$ cat src/rtl/brm_pkg.sv
package brm_pkg;
    localparam int PFX_W = 8;
    localparam logic [PFX_W-1:0] PFX_ADDR = 8'h70;
    localparam logic [PFX_W-1:0] PFX_WR   = 8'h72;
    localparam logic [PFX_W-1:0] PFX_RD   = 8'h73;

    typedef enum logic [2:0] {
        PH_IDLE, PH_LEAD, PH_LOW, PH_HIGH, PH_TRAIL, PH_GAP
    } phase_e;

    typedef enum logic [1:0] {
        SQ_IDLE, SQ_ADDR, SQ_DATA, SQ_FINISH
    } seq_e;
endpackage

$ cat src/rtl/brm_frame_engine.sv
module brm_frame_engine
    import brm_pkg::*;
#(
    parameter int HALF_CLKS    = 4,
    parameter int GUARD_CLKS   = 8,
    parameter int FRAME_W      = 24,
    parameter int RX_W         = 16,
    parameter int MISO_PRESENT = 1
) (
    input  logic               clk,
    input  logic               rst_n,
    input  logic               start_i,
    input  logic [FRAME_W-1:0] word_i,
    input  logic               miso_i,
    output logic               idle_o,
    output logic               release_o,
    output logic [RX_W-1:0]    rx_o,
    output logic               cs_n_o,
    output logic               sck_o,
    output logic               mosi_o
);
    localparam int MAXC = (HALF_CLKS > GUARD_CLKS) ? HALF_CLKS : GUARD_CLKS;
    localparam int CW   = $clog2(MAXC + 1);
    localparam int BW   = $clog2(FRAME_W);
    localparam logic [CW-1:0] HALF_LD  = CW'(HALF_CLKS - 1);
    localparam logic [CW-1:0] GUARD_LD = CW'(GUARD_CLKS - 1);
    localparam logic [BW-1:0] LAST_BIT = BW'(FRAME_W - 1);

    typedef struct packed {
        phase_e             ph;
        logic [CW-1:0]      cnt;
        logic [BW-1:0]      bitn;
        logic [FRAME_W-1:0] tx;
        logic [RX_W-1:0]    rx;
    } eng_t;

    eng_t eng_q, eng_d;
    logic expired;
    logic miso_bit;

    generate
        if (MISO_PRESENT != 0) begin : g_miso
            assign miso_bit = miso_i;
        end else begin : g_nomiso
            assign miso_bit = 1'b0;
        end
    endgenerate

    always_comb begin
        eng_d   = eng_q;
        expired = (eng_q.cnt == '0);
        if (eng_q.ph != PH_IDLE && !expired) begin
            eng_d.cnt = eng_q.cnt - 1'b1;
        end
        case (eng_q.ph)
            PH_IDLE: begin
                if (start_i) begin
                    eng_d.ph   = PH_LEAD;
                    eng_d.cnt  = GUARD_LD;
                    eng_d.bitn = '0;
                    eng_d.tx   = word_i;
                end
            end
            PH_LEAD: begin
                if (expired) begin
                    eng_d.ph  = PH_LOW;
                    eng_d.cnt = HALF_LD;
                end
            end
            PH_LOW: begin
                if (expired) begin
                    eng_d.rx  = {eng_q.rx[RX_W-2:0], miso_bit};
                    eng_d.ph  = PH_HIGH;
                    eng_d.cnt = HALF_LD;
                end
            end
            PH_HIGH: begin
                if (expired) begin
                    if (eng_q.bitn == LAST_BIT) begin
                        eng_d.ph  = PH_TRAIL;
                        eng_d.cnt = GUARD_LD;
                    end else begin
                        eng_d.ph   = PH_LOW;
                        eng_d.cnt  = HALF_LD;
                        eng_d.bitn = eng_q.bitn + 1'b1;
                        eng_d.tx   = {eng_q.tx[FRAME_W-2:0], 1'b0};
                    end
                end
            end
            PH_TRAIL: begin
                if (expired) begin
                    eng_d.ph  = PH_GAP;
                    eng_d.cnt = GUARD_LD;
                end
            end
            PH_GAP: begin
                if (expired) eng_d.ph = PH_IDLE;
            end
            default: eng_d.ph = PH_IDLE;
        endcase
    end

    always_ff @(posedge clk or negedge rst_n) begin
        if (!rst_n) begin
            eng_q.ph   <= PH_IDLE;
            eng_q.cnt  <= '0;
            eng_q.bitn <= '0;
            eng_q.tx   <= '0;
            eng_q.rx   <= '0;
        end else begin
            eng_q <= eng_d;
        end
    end

    assign idle_o    = (eng_q.ph == PH_IDLE);
    assign release_o = (eng_q.ph == PH_TRAIL) && expired;
    assign rx_o      = eng_q.rx;
    assign cs_n_o    = (eng_q.ph == PH_IDLE) || (eng_q.ph == PH_GAP);
    assign sck_o     = (eng_q.ph != PH_LOW);
    assign mosi_o    = (eng_q.ph == PH_LOW || eng_q.ph == PH_HIGH || eng_q.ph == PH_TRAIL)
                       ? eng_q.tx[FRAME_W-1] : 1'b1;

    AST_START_IDLE: assert property (@(posedge clk) disable iff (!rst_n) start_i |-> idle_o);
    AST_MOSI_HOLD: assert property (@(posedge clk) disable iff (!rst_n) (!cs_n_o && $past(!cs_n_o) && !$fell(sck_o)) |-> $stable(mosi_o));
endmodule

$ cat src/rtl/brm_sequencer.sv
module brm_sequencer
    import brm_pkg::*;
#(
    parameter int REG_W   = 8,
    parameter int DATA_W  = 16,
    parameter int FRAME_W = 24
) (
    input  logic               clk,
    input  logic               rst_n,
    input  logic               req_valid,
    input  logic               req_write,
    input  logic [REG_W-1:0]   req_reg,
    input  logic [DATA_W-1:0]  req_wdata,
    input  logic               eng_idle,
    input  logic               eng_release,
    input  logic [DATA_W-1:0]  eng_rx,
    output logic               start_o,
    output logic [FRAME_W-1:0] word_o,
    output logic               busy_o,
    output logic               done_o,
    output logic [DATA_W-1:0]  rdata_o
);
    localparam int PAY_W = FRAME_W - PFX_W;

    typedef struct packed {
        seq_e              st;
        logic              wr;
        logic [REG_W-1:0]  rg;
        logic [DATA_W-1:0] wd;
        logic              done;
        logic [DATA_W-1:0] rdata;
    } seq_t;

    seq_t seq_q, seq_d;

    always_comb begin
        seq_d      = seq_q;
        seq_d.done = 1'b0;
        start_o    = 1'b0;
        word_o     = '0;
        case (seq_q.st)
            SQ_IDLE: begin
                if (req_valid) begin
                    seq_d.wr = req_write;
                    seq_d.rg = req_reg;
                    seq_d.wd = req_wdata;
                    seq_d.st = SQ_ADDR;
                    start_o  = 1'b1;
                    word_o   = {PFX_ADDR, PAY_W'(req_reg)};
                end
            end
            SQ_ADDR: begin
                if (eng_idle) begin
                    start_o  = 1'b1;
                    word_o   = seq_q.wr ? {PFX_WR, PAY_W'(seq_q.wd)} : {PFX_RD, PAY_W'(0)};
                    seq_d.st = SQ_DATA;
                end
            end
            SQ_DATA: begin
                if (eng_release) begin
                    seq_d.done  = 1'b1;
                    seq_d.rdata = eng_rx;
                    seq_d.st    = SQ_FINISH;
                end
            end
            SQ_FINISH: begin
                if (eng_idle) seq_d.st = SQ_IDLE;
            end
            default: seq_d.st = SQ_IDLE;
        endcase
    end

    always_ff @(posedge clk or negedge rst_n) begin
        if (!rst_n) begin
            seq_q.st    <= SQ_IDLE;
            seq_q.wr    <= 1'b0;
            seq_q.rg    <= '0;
            seq_q.wd    <= '0;
            seq_q.done  <= 1'b0;
            seq_q.rdata <= '0;
        end else begin
            seq_q <= seq_d;
        end
    end

    assign busy_o  = (seq_q.st != SQ_IDLE);
    assign done_o  = seq_q.done;
    assign rdata_o = seq_q.rdata;

    AST_DONE_PULSE: assert property (@(posedge clk) disable iff (!rst_n) done_o |=> !done_o);
endmodule

$ cat src/rtl/bridge_reg_master.sv
module bridge_reg_master
    import brm_pkg::*;
#(
    parameter int HALF_CLKS    = 4,
    parameter int GUARD_CLKS   = 8,
    parameter int REG_W        = 8,
    parameter int DATA_W       = 16,
    parameter int MISO_PRESENT = 1
) (
    input  logic              clk,
    input  logic              rst_n,
    input  logic              req_valid,
    input  logic              req_write,
    input  logic [REG_W-1:0]  req_reg,
    input  logic [DATA_W-1:0] req_wdata,
    output logic              busy,
    output logic              done,
    output logic [DATA_W-1:0] rdata,
    output logic              spi_cs_n,
    output logic              spi_sck,
    output logic              spi_mosi,
    input  logic              spi_miso
);
    localparam int FRAME_W = PFX_W + DATA_W;

    logic               start;
    logic [FRAME_W-1:0] word;
    logic               eng_idle;
    logic               eng_release;
    logic [DATA_W-1:0]  eng_rx;

    brm_sequencer #(
        .REG_W   (REG_W),
        .DATA_W  (DATA_W),
        .FRAME_W (FRAME_W)
    ) u_seq (
        .clk         (clk),
        .rst_n       (rst_n),
        .req_valid   (req_valid),
        .req_write   (req_write),
        .req_reg     (req_reg),
        .req_wdata   (req_wdata),
        .eng_idle    (eng_idle),
        .eng_release (eng_release),
        .eng_rx      (eng_rx),
        .start_o     (start),
        .word_o      (word),
        .busy_o      (busy),
        .done_o      (done),
        .rdata_o     (rdata)
    );

    brm_frame_engine #(
        .HALF_CLKS    (HALF_CLKS),
        .GUARD_CLKS   (GUARD_CLKS),
        .FRAME_W      (FRAME_W),
        .RX_W         (DATA_W),
        .MISO_PRESENT (MISO_PRESENT)
    ) u_eng (
        .clk       (clk),
        .rst_n     (rst_n),
        .start_i   (start),
        .word_i    (word),
        .miso_i    (spi_miso),
        .idle_o    (eng_idle),
        .release_o (eng_release),
        .rx_o      (eng_rx),
        .cs_n_o    (spi_cs_n),
        .sck_o     (spi_sck),
        .mosi_o    (spi_mosi)
    );

    AST_IDLE_LINES: assert property (@(posedge clk) disable iff (!rst_n) !busy |-> (spi_cs_n && spi_sck && spi_mosi));
    AST_DONE_AT_RELEASE: assert property (@(posedge clk) disable iff (!rst_n) done |-> $rose(spi_cs_n));
endmodule

$ cat config.mk
export PLATFORM = sky130hd
export DESIGN_NAME = bridge_reg_master
export DESIGN_NICKNAME = d
export VERILOG_FILES = /design/src/rtl/brm_pkg.sv /design/src/rtl/brm_frame_engine.sv /design/src/rtl/brm_sequencer.sv /design/src/rtl/bridge_reg_master.sv
export SDC_FILE = /design/constraint.sdc
export NUM_CORES = 1
export LEC_CHECK = 0
export CAP_MARGIN = 40
export CORE_ASPECT_RATIO = 0.7
export CORE_UTILIZATION = 50
export DETAILED_ROUTE_END_ITERATION = 10
export DONT_BUFFER_PORTS = 1
export SYNTH_ARGS = -nofsm -noshare
export SYNTH_HDL_FRONTEND = slang
export SYNTH_SLANG_ARGS = --single-unit
$ cat constraint.sdc
create_clock -name clk -period 4.4 [get_ports clk]
set_input_delay 0.88 -clock clk [delete_from_list [all_inputs] [get_ports clk]]
set_output_delay 0.88 -clock clk [all_outputs]
set_load 0.02 [all_outputs]
* Yosys cells after proc, flatten, opt, wreduce, memory -nomap -nowiden *
Cells that the tools add are included.

storage, ports and cells
  flip-flop bits (word level) = 96
  output and inout port bits = 21
  logic and storage cells = 78

operators by class
  $add $sub $neg = 2
  equality and inequality tests = 21
  muxes and demuxes = 26
  reduce and logical (&&, ||, !) cells = 18

operators with widths
  operator               number
  $mux W36               2
  $pmux W29 S2           1
  $mux W17               3
  $pmux W24 S2           1
  $mux W29               1
  $mux W7                4
  $mux W27               1
  $mux W23               1
  $pmux W4 S5            1
  $pmux W3 S6            1
  $ne A2 B2 Y1 const B   6
  $ne A2 B1 Y1 const B   5
  $pmux W2 S4            1
  $reduce_and A4 Y1      2
  $eq A3 B2 Y1 const B   2
  $eq A3 B3 Y1 const B   2
  $mux W2                3
  $reduce_and A2 Y1      3
  $reduce_and A6 Y1      1
  $add A5 B1 Y5 const B  1
  $eq A5 B5 Y1 const B   1
  $eq A2 B2 Y1 const B   2
  $logic_not A4 Y1       1
  $mux W4                1
  other kinds (14)       20

* Depth between registers and ports, before layout *
  depth after elaboration = 6
  mapped depth = 9

* Hierarchy *
A second synthesis with hierarchy kept.

second synthesis, totals
  cell total of the unflattened synthesis = 390
  area total of the unflattened synthesis = 4463.0 um2

modules (own cells, without submodules)
  module            times used  cells an instance  area each (um2)  sequential area each (um2)
  brm_frame_engine  1           246                2590.0           1301.2
  brm_sequencer     1           144                1873.0           900.9

* Least setup slack after synthesis *
No wires, ideal clock.

  path type = input to register
  start = input port req_valid
  end = register u_eng.eng_q[24] in the netlist's numbering
  arrival time = 2.103 ns
  required time = 4.323 ns
  slack = 2.220 ns
  stages on the path = 6
  path buffers = 2
  path through = clkbuf_1 > nand2_1 > o211ai_1 > buf_4 > a32oi_1 > a21oi_1

on the way
  cells in the longest elaborated chain, start to end = 4

RTL lines
  what                         line                     RTL
  start: declaration           bridge_reg_master.sv:12  input logic req_valid,
  $mux W1                      brm_sequencer.sv:43      if (req_valid) begin
  $pmux W1 S2                  brm_sequencer.sv:41      case (seq_q.st)
  $ne A2 B2 Y1 (no line)       --
  $reduce_and A4 Y1 (no line)  --
  end signal: assignment       brm_frame_engine.sv:111  eng_q <= eng_d;
  end: declaration             brm_frame_engine.sv:37   eng_t eng_q, eng_d;

Every way passes these cells.
A chain may end at the register's enable or synchronous reset.

* Worst setup path after layout *
  start = register u_eng.eng_q[50] in the netlist's numbering
  end = output port spi_mosi

on the way
  cells in the longest elaborated chain, start to end = 4
  elaborated cells between the ends (all ways) = 6
  classes of those cells = eq/ne (3); mux (1); reduce/logical (2)

RTL lines
  what                    line                     RTL
  $eq A3 B2 Y1            brm_frame_engine.sv:120  assign mosi_o = (eng_q.ph == PH_LOW || eng_q.ph == PH_HIGH || eng_q.ph == PH_TRAIL)
  $logic_or A1 B1 Y1      brm_frame_engine.sv:120
  $logic_or A1 B1 Y1 (*)  brm_frame_engine.sv:120
  $mux W1 (*)             brm_frame_engine.sv:121  ? eng_q.tx[FRAME_W-1] : 1'b1;
  end: declaration        bridge_reg_master.sv:21  output logic spi_mosi,

Mark *: on every way between the ends. The rest lies on a longest branch, timed or not.

==> impl_results.html <==
<table>
<tr><th>Metric</th><th>Value</th></tr>
<tr><th colspan="2">Logic synthesis</th></tr>
<tr><td>Post-synth EDFFs</td><td>0</td></tr>
<tr><td>Total standard cell area after synthesis</td><td>4150 um^2</td></tr>
<tr><td>Register bit total from synthesis</td><td>88</td></tr>
<tr><td>Share of the synthesized area in the top cell type</td><td>about 53%</td></tr>
<tr><td>Most common flop cell mapped by yosys</td><td>sky130_fd_sc_hd__dfrtp_1</td></tr>
<tr><td>Post-synthesis net count</td><td>425</td></tr>
<tr><td>Async set-or-reset flop fraction in the synthesized netlist</td><td>100%</td></tr>
<tr><td>Yosys cell types</td><td>48</td></tr>
<tr><td>Largest area contributor in the netlist</td><td>sky130_fd_sc_hd__dfrtp_1</td></tr>
<tr><td>Area contributors post-synth</td><td>sky130_fd_sc_hd__dfrtp_1 53%, sky130_fd_sc_hd__mux2_2 6.2%, sky130_fd_sc_hd__nand2_1 6.2%</td></tr>
<tr><td>Number of cells produced by synthesis</td><td>between 300 and 400</td></tr>
<tr><td>List of most frequent post-synthesis cells</td><td>88 x sky130_fd_sc_hd__dfrtp_1, 69 x sky130_fd_sc_hd__nand2_1, 31 x sky130_fd_sc_hd__nor2_1</td></tr>
<tr><td>Avg Synthesized Cell Area</td><td>10.7 um^2</td></tr>
<tr><td>Most used standard cell by instance count after synthesis</td><td>sky130_fd_sc_hd__dfrtp_1</td></tr>
<tr><td>Share of synthesized area occupied by flip-flops and latches</td><td>between 50 and 60%</td></tr>
<tr><td>Number of warning messages in the yosys log</td><td>0</td></tr>
<tr><th colspan="2">Clock network</th></tr>
<tr><td>Clock sink count</td><td>88</td></tr>
<tr><td>H-Tree Depth</td><td>3</td></tr>
<tr><td>Clock network latency to the later pin of the worst-skew pair</td><td>0.34 ns</td></tr>
<tr><td>Root buffer selected by CTS</td><td>sky130_fd_sc_hd__clkbuf_16</td></tr>
<tr><td>Number of resized instances in the post-cts repair step</td><td>0</td></tr>
<tr><td>TritonCTS clock tree</td><td>yes</td></tr>
<tr><td>Clock transition at the register clock pins on the worst setup and hold paths after CTS</td><td>approximately 0.06 ns</td></tr>
<tr><td>Number of setup buffers added after CTS</td><td>0</td></tr>
<tr><td>Number of buffers between clock root and the deepest sink</td><td>2</td></tr>
<tr><td>Clock buffers created by TritonCTS</td><td>9</td></tr>
<tr><td>Number of hold buffers added after cts</td><td>0</td></tr>
<tr><th colspan="2">Pwr</th></tr>
<tr><td>Total leakage power</td><td>2.12 nW</td></tr>
<tr><td>Switching fraction of total power</td><td>between 20 and 30%</td></tr>
<tr><td>Combinational fraction of design power</td><td>15.6%</td></tr>
<tr><td>Power density over cell area</td><td>between 400 and 500 nW/um^2</td></tr>
<tr><td>Clock network fraction of total power</td><td>37.9%</td></tr>
<tr><td>Peak supply drop</td><td>approximately 0.36 mV</td></tr>
<tr><td>Int Pwr</td><td>around 1.5 mW</td></tr>
<tr><td>Sum of internal, switching and leakage power</td><td>2.04 mW</td></tr>
<tr><td>Share of total power in sequential cells</td><td>between 40% and 50%</td></tr>
<tr><td>Switching component of the power</td><td>~0.56 mW</td></tr>
<tr><th colspan="2">Status</th></tr>
<tr><td>Result of the run</td><td>finished with violations</td></tr>
<tr><td>Violations in the final reports</td><td>design-rule violations</td></tr>
<tr><th colspan="2">Finish</th></tr>
<tr><td>Share of layout cells above drive strength 1</td><td>16.0%</td></tr>
<tr><td>Final cell count without fillers</td><td>475</td></tr>
<tr><td>Number of diodes</td><td>0</td></tr>
<tr><td>Multi-input gate area</td><td>roughly 1700 um^2</td></tr>
<tr><td>Area used by sequential logic in the layout</td><td>2200 um^2</td></tr>
<tr><td>Area of all placed cells without fillers</td><td>about 4400 um^2</td></tr>
<tr><td>Area growth, synth to finish</td><td>6.33%</td></tr>
<tr><td>Fill cell total of the finished layout</td><td>710</td></tr>
<tr><td>Total Nets Final</td><td>404</td></tr>
<tr><th colspan="2">Route</th></tr>
<tr><td>TritonRoute pass-1 iters</td><td>7</td></tr>
<tr><td>Drt wl/cell</td><td>16.6 um</td></tr>
<tr><td>Via-to-Cell Ratio</td><td>approximately 5.7</td></tr>
<tr><td>DRC violation total after the first TritonRoute iteration</td><td>212</td></tr>
<tr><td>DRC violations left</td><td>6</td></tr>
<tr><td>Aggregate routed wire length</td><td>7.91 mm</td></tr>
<tr><td>Antenna Nets Post-Route</td><td>0</td></tr>
<tr><td>Via count</td><td>2,720</td></tr>
<tr><th colspan="2">Job</th></tr>
<tr><td>Total of max-cap violations</td><td>0</td></tr>
<tr><th colspan="2">Worst setup path</th></tr>
<tr><td>Reg2Reg Capture Point</td><td>u_eng.eng_q[32]</td></tr>
<tr><td>CP required</td><td>3.52 ns</td></tr>
<tr><td>Largest driver fanout on the critical path</td><td>17</td></tr>
<tr><td>Reg2Reg Setup Slack</td><td>2.05 ns</td></tr>
<tr><td>Startpoint of the lowest-slack register-to-register path</td><td>u_eng.eng_q[46]</td></tr>
<tr><td>Category of the most critical setup path</td><td>reg2out</td></tr>
<tr><td>Critical path endpoint category</td><td>output pin</td></tr>
<tr><td>Count of cells along the worst register-to-register path</td><td>7</td></tr>
<tr><td>Arr. time, crit path</td><td>1.72 ns</td></tr>
<tr><td>Startpoint class of the critical path</td><td>flop</td></tr>
<tr><th colspan="2">Placed design</th></tr>
<tr><td>Number of port buffers</td><td>0</td></tr>
<tr><td>Final Wtd Congestion</td><td>0.772</td></tr>
<tr><td>Area after DPL</td><td>4110 um^2</td></tr>
<tr><td>Post-Place Cells</td><td>459</td></tr>
<tr><td>Sum of net half-perimeters after detailed placement</td><td>between 5 and 6 mm</td></tr>
<tr><th colspan="2">Hold path</th></tr>
<tr><td>Worst hold path type</td><td>in2async</td></tr>
<tr><th colspan="2">GRT</th></tr>
<tr><td>Number of global-route vias before repair</td><td>2,615</td></tr>
<tr><td>Congestion Overflow GR</td><td>0</td></tr>
<tr><td>Maximum number of pins on one net before global-route repair</td><td>89</td></tr>
<tr><td>Antenna violations before repair</td><td>0</td></tr>
<tr><td>Total global-route track usage</td><td>roughly a fifth</td></tr>
<tr><td>First-pass GRT wire length</td><td>13.3 mm</td></tr>
<tr><th colspan="2">Die</th></tr>
<tr><td>I/O pin total</td><td>50</td></tr>
<tr><td>DIE HEIGHT</td><td>78.3 um</td></tr>
<tr><td>Floorplan die area</td><td>between 8000 and 9000 um^2</td></tr>
<tr><td>Die width</td><td>111 um</td></tr>
<tr><td>Starting Density</td><td>52.1%</td></tr>
<tr><td>Total number of placement rows</td><td>27</td></tr>
<tr><td>Core footprint</td><td>7970 um^2</td></tr>
<tr><th colspan="2">STA</th></tr>
<tr><td>Final critical delay including setup and external delays</td><td>2.60 ns</td></tr>
<tr><td>Fin crit share</td><td>59.0%</td></tr>
<tr><td>Max-slew headroom at the worst pin</td><td>54.8%</td></tr>
<tr><td>Timing-limited maximum frequency</td><td>385 MHz</td></tr>
<tr><td>Setup repair after global routing missed its margin</td><td>false</td></tr>
<tr><td>Worst clock skew</td><td>between 0.006 and 0.007 ns</td></tr>
<tr><td># setup viols final</td><td>0</td></tr>
<tr><td>Accumulated negative setup slack</td><td>0 ns</td></tr>
<tr><td>Hold Vio Cnt, Final</td><td>0</td></tr>
<tr><td>Pin slew with the least headroom to its limit</td><td>0.677 ns</td></tr>
<tr><td>Number of slew-limit violations in the final report</td><td>0</td></tr>
</table>
## kinds of logic (layout without fill, tap and decap cells)
| group | after synthesis | after routing | share of synthesized area [%] |
|---|---|---|---|
| buf+inv | 47 | 31 | 6.84 |
| mux | 33 | 33 | 9.85 |
| compound gates | 69 | 69 | 12.4 |
| simple gates | 145 | 145 | 15.7 |
| flops | 88 | 88 | 53.0 |
| fa+ha+maj | 6 | 6 | 1.81 |
| xor+xnor | 2 | 2 | 0.422 |
## worst max-delay path, stage by stage (launching register included)
cell and delay, ns:
sky130_fd_sc_hd__dfrtp_1 0.62, sky130_fd_sc_hd__nor2_1 0.12, sky130_fd_sc_hd__and2_1 0.22, sky130_fd_sc_hd__o21bai_1 0.42
## power groups by stage
| stage | registers (mW) | clock network (mW) | logic (mW) |
|---|---|---|---|
| floorplan | 0.947 | 0 | 0.257 |
| CTS | 0.947 | 0.800 | 0.323 |
| finish | 0.947 | 0.773 | 0.318 |
| detailed placement | 0.962 | 0 | 0.322 |
| global placement | 0.960 | 0 | 0.308 |
| global route | 0.956 | 0.827 | 0.368 |
## flip-flops by register name (all words and copies together), names as in the netlist
signal	count
u_eng.rx_o	16
u_seq.rdata_o	16
u_eng.eng_q	36
u_seq.seq_q	19
u_seq.done_o	1
## worst max path at each step
stage	startpoint	end	slack [ns]
detailed placement	u_eng.eng_q[46]	u_eng.eng_q[32]	2.07
CTS	u_eng.eng_q[50]	spi_mosi	1.80
global placement	u_eng.eng_q[45]	u_eng.eng_q[17]	1.91
floorplan	req_valid	u_eng.eng_q[24]	2.22
global route	u_eng.eng_q[50]	spi_mosi	1.68
finish	u_eng.eng_q[50]	spi_mosi	1.80
## layout by cell type (no fill, tap or decap), types with 2 or more instances in the layout
| cell | instances |
|---|---|
| sky130_fd_sc_hd__dfrtp_1 | 88 |
| sky130_fd_sc_hd__nand2_1 | 69 |
| sky130_fd_sc_hd__nor2_1 | 31 |
| sky130_fd_sc_hd__mux2_2 | 23 |
| sky130_fd_sc_hd__nand3_1 | 19 |
| sky130_fd_sc_hd__a21oi_1 | 15 |
| sky130_fd_sc_hd__a32oi_1 | 11 |
| sky130_fd_sc_hd__mux2_4 | 10 |
| sky130_fd_sc_hd__o21ai_0 | 9 |
| sky130_fd_sc_hd__a22o_1 | 9 |
| sky130_fd_sc_hd__clkbuf_16 | 9 |
| sky130_fd_sc_hd__a221oi_1 | 8 |
| sky130_fd_sc_hd__inv_1 | 7 |
| sky130_fd_sc_hd__ha_1 | 6 |
| sky130_fd_sc_hd__o22ai_1 | 5 |
| sky130_fd_sc_hd__nor3_1 | 4 |
| sky130_fd_sc_hd__and2_1 | 4 |
| sky130_fd_sc_hd__buf_8 | 4 |
| sky130_fd_sc_hd__nor2b_1 | 3 |
| sky130_fd_sc_hd__buf_4 | 3 |
| sky130_fd_sc_hd__xor2_1 | 2 |
| sky130_fd_sc_hd__nand3b_1 | 2 |
| sky130_fd_sc_hd__o32a_1 | 2 |
| sky130_fd_sc_hd__o21bai_1 | 2 |
| sky130_fd_sc_hd__clkinvlp_4 | 2 |
## cell type report
type	instances	area share, %
Clock buffer	10	5.41
Multi-Input combinational cell	255	37.8
Inverter	7	0.595
Sequential cell	88	49.9
Clock inverter	6	1.53
Timing Repair Buffer	8	1.98
Tap cell	101	2.86
## through the flow
step                hold slack, ns  utilization (%)  setup slack, ns
global route                 0.210             55.4             1.68
floorplan                    0.433                -             2.22
detailed placement           0.462             51.6             2.07
global placement             0.456             50.7             1.91
CTS                          0.217             55.4             1.80
finish                       0.232             55.4             1.80
## layer usage
layer | routed length (um) | vias up | part of all wire (%) | track usage, %
met2 | 3470 | 66 | 44 | 29.2
met5 | 0 | - | 0 | 0
met1 | 3990 | 1342 | 50 | 27.5
li1 | - | 1307 | - | -
met3 | 393 | 5 | 5.0 | 7.10
met4 | 54 | 0 | 0.68 | 6.99
No activity file was read; power rests on OpenSTA's default activity.
